[config.mk]
export PLATFORM = sky130hd
export DESIGN_NAME = exec_stage
export DESIGN_NICKNAME = d
export VERILOG_FILES = /design/src/rtl/exec_pkg.sv /design/src/rtl/exec_cmp.sv /design/src/rtl/exec_arith.sv /design/src/rtl/exec_stage.sv
export SDC_FILE = /design/constraint.sdc
export NUM_CORES = 1
export LEC_CHECK = 0
export ABC_AREA = 0
export BUFFER_PORTS_ARGS = -buffer_cell sky130_fd_sc_hd__buf_2
export CAP_MARGIN = 0
export CORE_MARGIN = 2
export CORE_UTILIZATION = 54
export CTS_CLUSTER_SIZE = 20
export DETAILED_ROUTE_END_ITERATION = 8
export GPL_TIMING_DRIVEN = 0
export PLACE_DENSITY = 0.83
export SYNTH_ARGS = -nofsm -noshare
export SYNTH_HDL_FRONTEND = slang
export SYNTH_SLANG_ARGS = --single-unit
[constraint.sdc]
create_clock -name clk -period 4.1 [get_ports clk]
set_clock_uncertainty 0.15 [all_clocks]
set_input_delay 0.82 -clock clk [delete_from_list [all_inputs] [get_ports clk]]
set_output_delay 0.82 -clock clk [all_outputs]
set_load 0.05 [all_outputs]
[src/rtl/exec_pkg.sv]
package exec_pkg;

    typedef enum logic [3:0] {
        OP_EQ   = 4'd0,
        OP_NE   = 4'd1,
        OP_LTS  = 4'd2,
        OP_GES  = 4'd3,
        OP_LTU  = 4'd4,
        OP_GEU  = 4'd5,
        OP_ADD  = 4'd6,
        OP_XOR  = 4'd7,
        OP_OR   = 4'd8,
        OP_AND  = 4'd9,
        OP_SHL  = 4'd10,
        OP_SHRA = 4'd11,
        OP_SHRL = 4'd12
    } exec_op_e;

    localparam logic [3:0] LAST_CMP_CODE = 4'd5;
    localparam logic [3:0] LAST_OP_CODE  = 4'd12;

    function automatic logic op_is_compare(input logic [3:0] code);
        return code <= LAST_CMP_CODE;
    endfunction

    function automatic logic op_is_defined(input logic [3:0] code);
        return code <= LAST_OP_CODE;
    endfunction

endpackage

[src/rtl/exec_cmp.sv]
module exec_cmp
    import exec_pkg::*;
#(
    parameter int XLEN = 32
) (
    input  logic [3:0]      op_code,
    input  logic [XLEN-1:0] opa,
    input  logic [XLEN-1:0] opb,
    output logic            taken
);
    logic same;
    logic below_s;
    logic below_u;

    always_comb begin
        same    = (opa == opb);
        below_u = (opa < opb);
        below_s = ($signed(opa) < $signed(opb));
        case (op_code)
            OP_EQ:   taken = same;
            OP_NE:   taken = !same;
            OP_LTS:  taken = below_s;
            OP_GES:  taken = !below_s;
            OP_LTU:  taken = below_u;
            OP_GEU:  taken = !below_u;
            default: taken = 1'b0;
        endcase
    end
endmodule

[src/rtl/exec_arith.sv]
module exec_arith
    import exec_pkg::*;
#(
    parameter int XLEN = 32
) (
    input  logic [3:0]      op_code,
    input  logic [XLEN-1:0] opa,
    input  logic [XLEN-1:0] opb,
    output logic [XLEN-1:0] res
);
    localparam int SHW = $clog2(XLEN);

    logic [SHW-1:0] amt;

    always_comb begin
        amt = opb[SHW-1:0];
        case (op_code)
            OP_ADD:  res = opa + opb;
            OP_XOR:  res = opa ^ opb;
            OP_OR:   res = opa | opb;
            OP_AND:  res = opa & opb;
            OP_SHL:  res = opa << amt;
            OP_SHRL: res = opa >> amt;
            OP_SHRA: res = XLEN'($signed(opa) >>> amt);
            default: res = '0;
        endcase
    end
endmodule

[src/rtl/exec_stage.sv]
module exec_stage
    import exec_pkg::*;
#(
    parameter int XLEN = 32
) (
    input  logic            clk,
    input  logic            rst_n,
    input  logic [3:0]      op_code,
    input  logic [XLEN-1:0] rs1_val,
    input  logic [XLEN-1:0] rs2_val,
    input  logic [XLEN-1:0] imm_val,
    input  logic            sel_imm,
    output logic [XLEN-1:0] alu_out,
    output logic            take_branch
);
    typedef struct packed {
        logic [XLEN-1:0] res;
        logic            take;
    } stage_t;

    stage_t          stage_d, stage_q;
    logic [XLEN-1:0] opb_d;
    logic [XLEN-1:0] arith_d;
    logic            cmp_d;

    exec_cmp #(.XLEN(XLEN)) u_cmp (
        .op_code (op_code),
        .opa     (rs1_val),
        .opb     (opb_d),
        .taken   (cmp_d)
    );

    exec_arith #(.XLEN(XLEN)) u_arith (
        .op_code (op_code),
        .opa     (rs1_val),
        .opb     (opb_d),
        .res     (arith_d)
    );

    always_comb begin
        opb_d = sel_imm ? imm_val : rs2_val;
        stage_d = '0;
        if (rst_n && op_is_defined(op_code)) begin
            if (op_is_compare(op_code)) begin
                stage_d.take = cmp_d;
            end else begin
                stage_d.res = arith_d;
            end
        end
    end

    always_ff @(posedge clk) begin
        stage_q <= stage_d;
    end

    assign alu_out     = stage_q.res;
    assign take_branch = stage_q.take;

    AST_RESET_CLEARS: assert property (@(posedge clk)
        !rst_n |=> (alu_out == '0 && !take_branch));

    AST_CMP_NO_DATA: assert property (@(posedge clk) disable iff (!rst_n)
        (op_code <= 4'd5) |=> (alu_out == '0));

    AST_DATA_NO_TAKE: assert property (@(posedge clk) disable iff (!rst_n)
        (op_code >= 4'd6) |=> !take_branch);

    AST_UNDEF_QUIET: assert property (@(posedge clk) disable iff (!rst_n)
        (op_code >= 4'd13) |=> (alu_out == '0 && !take_branch));

    AST_EQ_FOLLOWS: assert property (@(posedge clk) disable iff (!rst_n)
        (op_code == 4'd0 && !sel_imm && rs1_val == rs2_val) |=> take_branch);
endmodule

==> results.toml, run 1 <==
[run_status]
status = "complete, but fails checks"
failed_checks = "max-capacitance violations, negative setup slack"

[setup_path]
critical_path_required_ns = 4.14
critPathLaunch = "op_code[1]"
slowest_delay_ns = 0.74
critPathCapture = "alu_out[15]"
start_kind = "input pin"
cpMostUsedCell = "clkbuf_1"
crit_cells = 7
arrival_ns = 4.43
cp_slowest_cell = "nand3b_1"
crit_fanout = 10
cp_cell_sequence = "buf_2, clkbuf_1, nand3b_1, nor2_4, clkbuf_1, nand2_1, a31oi_1"
crit_family = "simple AND/OR/NAND/NOR gates"
crit_type = "in2reg"
cp_num_buf_inv = 3
end_kind = "register"

[clocking]
htreeDepth = 2
cts_tree = "yes"
clock_sinks = 33
numCtsBuffers = 5
cts.path.max_buffers = 2
cts.clk_slew.worst_paths_ns = 0.05
cts_root_buffer = "clkbuf_16"
cts_hold_repair.buffers = 0

[global_route]
gr-total-overflow = 0
grt_pass1_vias = 10470
grtUsageTotal_pct = 48.81
grt_max_degree = 31
antenna_found_initial = 1
grt_pass1_wl_mm = 64.70

[floorplanning]
die_x_um = 132.4
rows = 46
fp.coreArea_um2 = 16000
start_util_pct = 55.68
die_height_um = 132.4
io_pins = 136
dieArea_um2 = 17540

[synthesis]
yosysSeqAreaShare_pct = 7.416
synth_edf_count = 0
synth_nets = 1499
synth_area_um2 = 8909
syn_inst = 1281
synth_cell_types = 80
synth_area_leaders = "ha_1 (16%), mux2i_1 (15%), dfxtp_1 (7.4%), nor2_1 (6.1%), nand2_1 (5.7%)"
yosys.area.top_type = "ha_1"
ys_async_sr_fraction_pct = 0
synth_top_area_share_pct = 16.01
synth.ff_latch_count = 33
yosys_warnings = 0
synthFlopType = "dfxtp_1"
syn-mean-instance-area_um2 = 6.954

[placed_design]
port_buffers = 134
place.detailed.hpwl_mm = 35.96
routabilityCongestion = 1.150
placed_cell_area_um2 = 9857

[layout]
fin_nets = 1644
n_fill_cell = 1382
regArea_um2 = 660.6
drive_above_1_share_pct = 20.04
design_area_um2 = 10680
num_antenna_cells = 0
multi_input_area_um2 = 7949
syn_to_final_growth_pct = 19.93

[sta]
setup_viol = 21
tns_ns = -2.591
whs_ns = 0.6815
finalCritPeriodShare_pct = 107.3
max_freq_mhz = 227.3
rsz0062_at_grt = "yes"
layout_min_cycle_time_ns = 4.399
fin_ws_ns = -0.2990
drv_slew = 0
worstMarginPinSlew_ns = 1.448
finalHoldViolCount = 0
worst_slew_margin_rel_pct = 0.6818

[drt]
viasPerCell = 7.342
met2_wirelength_mm = 18.42
drt_iter0_markers = 2425
topRoutingLayerUsed = "met5"
drc = 0
antenna_left = 0
vias = 12060
routedWlPerCell_um = 29.15
totalWireLength_mm = 47.89
met1_length_mm = 16.54
first_pass_iters = 8
routed-wl-met3_mm = 8.430

[run]
maxCapViolCount = 1

[power]
p_per_area_nw_per_um2 = 227.9
p_leak_nw = 4.919
peakVddDrop_mv = 0.1743

[hold_path]
hp-class = "in2reg"
-- area by class of cell --
cell class	count	area share, %
inverter	93	3.326
clock buffer	5	1.171
buffer	66	4.029
multi-input combinational	1072	74.40
clock inverter	3	0.1640
timing repair buffer	155	8.198
tap	216	2.530
sequential	33	6.183
-- per-stage QoR --
stage / setup WS, ns / instances / power (mW) / util [%]
6_report: -0.2990 / 1643 / 2.435 / 66.77
5_1_grt: -0.2216 / 1643 / 2.487 / 66.77
4_1_cts: -0.1406 / 1633 / 2.200 / 63.97
3_5_place_dp: -1.302 / 1631 / 1.792 / 61.60
3_3_place_gp: -1.370 / 1631 / 1.781 / 61.60
2_1_floorplan: 0.03370 / 1281 / 1.295 / -
-- power breakdown --
group | switching [mW] | total, mW | internal [mW]
clock | 0.150 | 0.373 | 0.222
sequential | 0.00247 | 0.336 | 0.333
combinational | 1.16 | 1.73 | 0.569
-- how the worst min path moves through the flow --
stage | from | end | slack (ns) | cells after the start
after CTS | rst_n | take_branch | 0.68 | 2
after detailed placement | rst_n | take_branch | 0.98 | 2
after floorplan | rst_n | take_branch | 0.83 | 1
final | rst_n | take_branch | 0.68 | 2
after global placement | rst_n | take_branch | 0.97 | 2
after global routing | rst_n | take_branch | 0.70 | 2
-- kinds of logic (layout without fill, tap and decap cells) --
family | count (synthesis) | in the layout | share of synthesized area (%)
buf+inv | 176 | 322 | 8.329
compound gates | 394 | 394 | 29.07
xor+xnor | 21 | 21 | 2.065
mux | 151 | 151 | 17.57
fa+ha+maj | 115 | 115 | 16.24
simple gates | 391 | 391 | 19.31
flops | 33 | 33 | 7.416
-- synthesized netlist by cell type (all sizes together) (18+ instances only) --
master,instances
clkbuf,47
ha,114
a221oi,22
a21oi,101
o21ai,88
inv,93
o211ai,25
a31oi,19
buf,36
dfxtp,33
o22ai,18
nand2,135
nand3,26
nor2,144
mux2i,139
-- cells in the final DEF (no fill, tap or decap), types with 18 or more instances in the layout --
| cell | Yosys | routed |
|---|---|---|
| a21oi_1 | 99 | 93 |
| buf_2 | 21 | 143 |
| buf_4 | 3 | 21 |
| clkbuf_1 | 46 | 31 |
| dfxtp_1 | 33 | 33 |
| ha_1 | 114 | 104 |
| inv_1 | 91 | 89 |
| mux2i_1 | 134 | 117 |
| nand2_1 | 135 | 135 |
| nand3_1 | 26 | 26 |
| nor2_1 | 144 | 142 |
| o211ai_1 | 25 | 25 |
| o21ai_0 | 70 | 68 |
| o22ai_1 | 18 | 18 |
-- layer usage --
layer  vias up  global-route usage (%)
met4         2                   30.47
met3       362                   19.96
met1      5482                   61.78
met5         -                       0
li1       4931                       -
met2      1286                   68.34
-- sequential cells by signal (all words and copies together), names as in the netlist --
| name | flops |
|---|---|
| take_branch | 1 |
| alu_out | 32 |
-- timing repair --
item                                    CTS  global route
resized for setup                        54            70
setup buffers                             6            14
endpoints found under the hold margin     0             0
pin swaps                                 1            10
endpoints found under the setup margin   28            23
cloned                                    0             1
Note: power is estimated with default switching activity, not from simulation.
==> run 2: changes to the inputs <==
==> constraint.sdc (replaced) <==
create_clock -name clk -period 3.6 [get_ports clk]
set_clock_uncertainty 0.15 [all_clocks]
set_input_delay 0 -clock clk [delete_from_list [all_inputs] [get_ports clk]]
set_output_delay 0 -clock clk [all_outputs]
set_load 0.05 [all_outputs]
==> results.toml, run 2 (same netlist as run 1, synthesis figures left out) <==
[layout]
final_common_cell = "buf_2"
largest_reg_flops = 32
final_cell_mix = "buf_2 (148), nor2_1 (143), nand2_1 (135), mux2i_1 (129), ha_1 (113)"
regArea_um2 = 660.6
num_antenna_cells = 0
design_area_um2 = 10340
syn_to_final_growth_pct = 16.03
fin_nets = 1637
multi_input_area_um2 = 7694
n_fill_cell = 1484
drive_above_1_share_pct = 16.83

[placed_design]
pre_cts_ws_ns = -1.515
placed_cell_area_um2 = 9852
routabilityCongestion = 1.167
place.detailed.hpwl_mm = 35.78
port_buffers = 134

[setup_path]
start_kind = "input pin"
crit_fanout = 10
end_kind = "register"
arrival_ns = 3.68
cp_slowest_cell = "nor2_2"
slowest_delay_ns = 0.92
critical_path_required_ns = 3.62
cp_num_buf_inv = 3
cp_cell_sequence = "buf_2, clkbuf_1, nand3b_1, nor2_2, clkbuf_1, nand2_1, a31oi_1"
cpMostUsedCell = "clkbuf_1"
crit_family = "simple AND/OR/NAND/NOR gates"
crit_type = "in2reg"

[sta]
worstMarginPinSlew_ns = 1.353
layout_min_cycle_time_ns = 3.654
finalHoldViolCount = 0
whs_ns = 0.2146
fin_ws_ns = -0.05353
rsz0062_at_grt = "yes"
setup_viol = 3
max_freq_mhz = 273.7
tns_ns = -0.09469
finalCritPeriodShare_pct = 101.5
worst_slew_margin_rel_pct = 8.856
drv_slew = 0

[power]
p_leak_nw = 4.869
peakVddDrop_mv = 0.1810
p_per_area_nw_per_um2 = 270.8
totalPowerFinal_mw = 2.799

[floorplanning]
die_x_um = 132.4
rows = 46
io_pins = 136
die_height_um = 132.4
fp.coreArea_um2 = 16000
dieArea_um2 = 17540
start_util_pct = 55.68

[clocking]
clock_sinks = 33
htreeDepth = 2
cts.path.max_buffers = 2
cts_root_buffer = "clkbuf_16"
numCtsBuffers = 5
cts.clk_slew.worst_paths_ns = 0.06
cts_tree = "yes"

[drt]
drc = 0
totalWireLength_mm = 45.65
drt_iter0_markers = 2318
first_pass_iters = 8
viasPerCell = 7.092
routedWlPerCell_um = 27.90
antenna_left = 0
vias = 11600

[hold_path]
holdPathStages = 3
min_to = "take_branch"
hp-class = "in2reg"
hold_start = "op_code[2]"

[run]
maxCapViolCount = 0

[run_status]
status = "complete, but fails checks"
failed_checks = "negative setup slack"

[global_route]
grt_pass1_wl_mm = 65.78
antenna_found_initial = 1
gr-total-overflow = 0
grtUsageTotal_pct = 49.29
grt_max_degree = 21
grt_pass1_vias = 10490
-- run 2: cell types whose count changed in the layout (fill, tap and decap cells not counted), moves of 5 or more --
cell / previous run / this run
mux2i_4: 11 / 6
mux2i_1: 117 / 129
ha_1: 104 / 113
buf_4: 21 / 14
buf_2: 143 / 148
ha_2: 6 / 1
mux2i_2: 11 / 4
-- run 2: area by class of cell --
| cell class | count | share of cell area [%] |
|---|---|---|
| Timing Repair Buffer | 144 | 7.263 |
| Tap cell | 216 | 2.615 |
| Inverter | 93 | 3.438 |
| Sequential cell | 33 | 6.391 |
| Multi-Input combinational cell | 1072 | 74.43 |
| Buffer | 70 | 4.019 |
| Clock buffer | 5 | 1.211 |
| Clock inverter | 3 | 0.6295 |
-- run 2: report_power, final --
part	internal, mW	switching (mW)
logic	0.592	1.25
registers	0.379	0.00294
clock network	0.396	0.175
-- run 2: how the worst max path moves through the flow --
stage          startpoint  depth (start not counted)           to  slack [ns]
2_1_floorplan     sel_imm                         15  alu_out[26]        0.09
3_3_place_gp      sel_imm                         14  take_branch       -1.47
3_5_place_dp      sel_imm                         14  take_branch       -1.51
4_1_cts           sel_imm                         16  alu_out[26]        0.03
5_1_grt           sel_imm                         15  alu_out[24]       -0.09
6_report       op_code[1]                          7  alu_out[15]       -0.05
-- run 2: per-stage QoR --
stage	instances	util, %
after floorplan	1281	-
after global placement	1631	61.57
after detailed placement	1631	61.57
after CTS	1642	63.82
after global routing	1636	64.60
final	1636	64.60
-- run 2: layer usage --
layer | track usage [%] | vias up | share of wire [%]
li1 | - | 4928 | -
met1 | 60.83 | 5257 | 36
met2 | 72.65 | 1121 | 39
met3 | 20.80 | 294 | 16
met4 | 26.11 | 2 | 7.9
met5 | 0 | - | 0.081
-- run 2: timing repair --
item	in CTS	in global routing
resized for setup	35	30
cloned	0	0
buffers inserted	5	3
setup endpoints to repair	25	20
endpoints found under the hold margin	1	0
pin swaps	0	3
hold buffers	2	0
-- run 2: tightest hold or removal path: stages --
cell	delay, ns
buf_2	0.23
o32ai_4	0.17
and3b_1	0.20
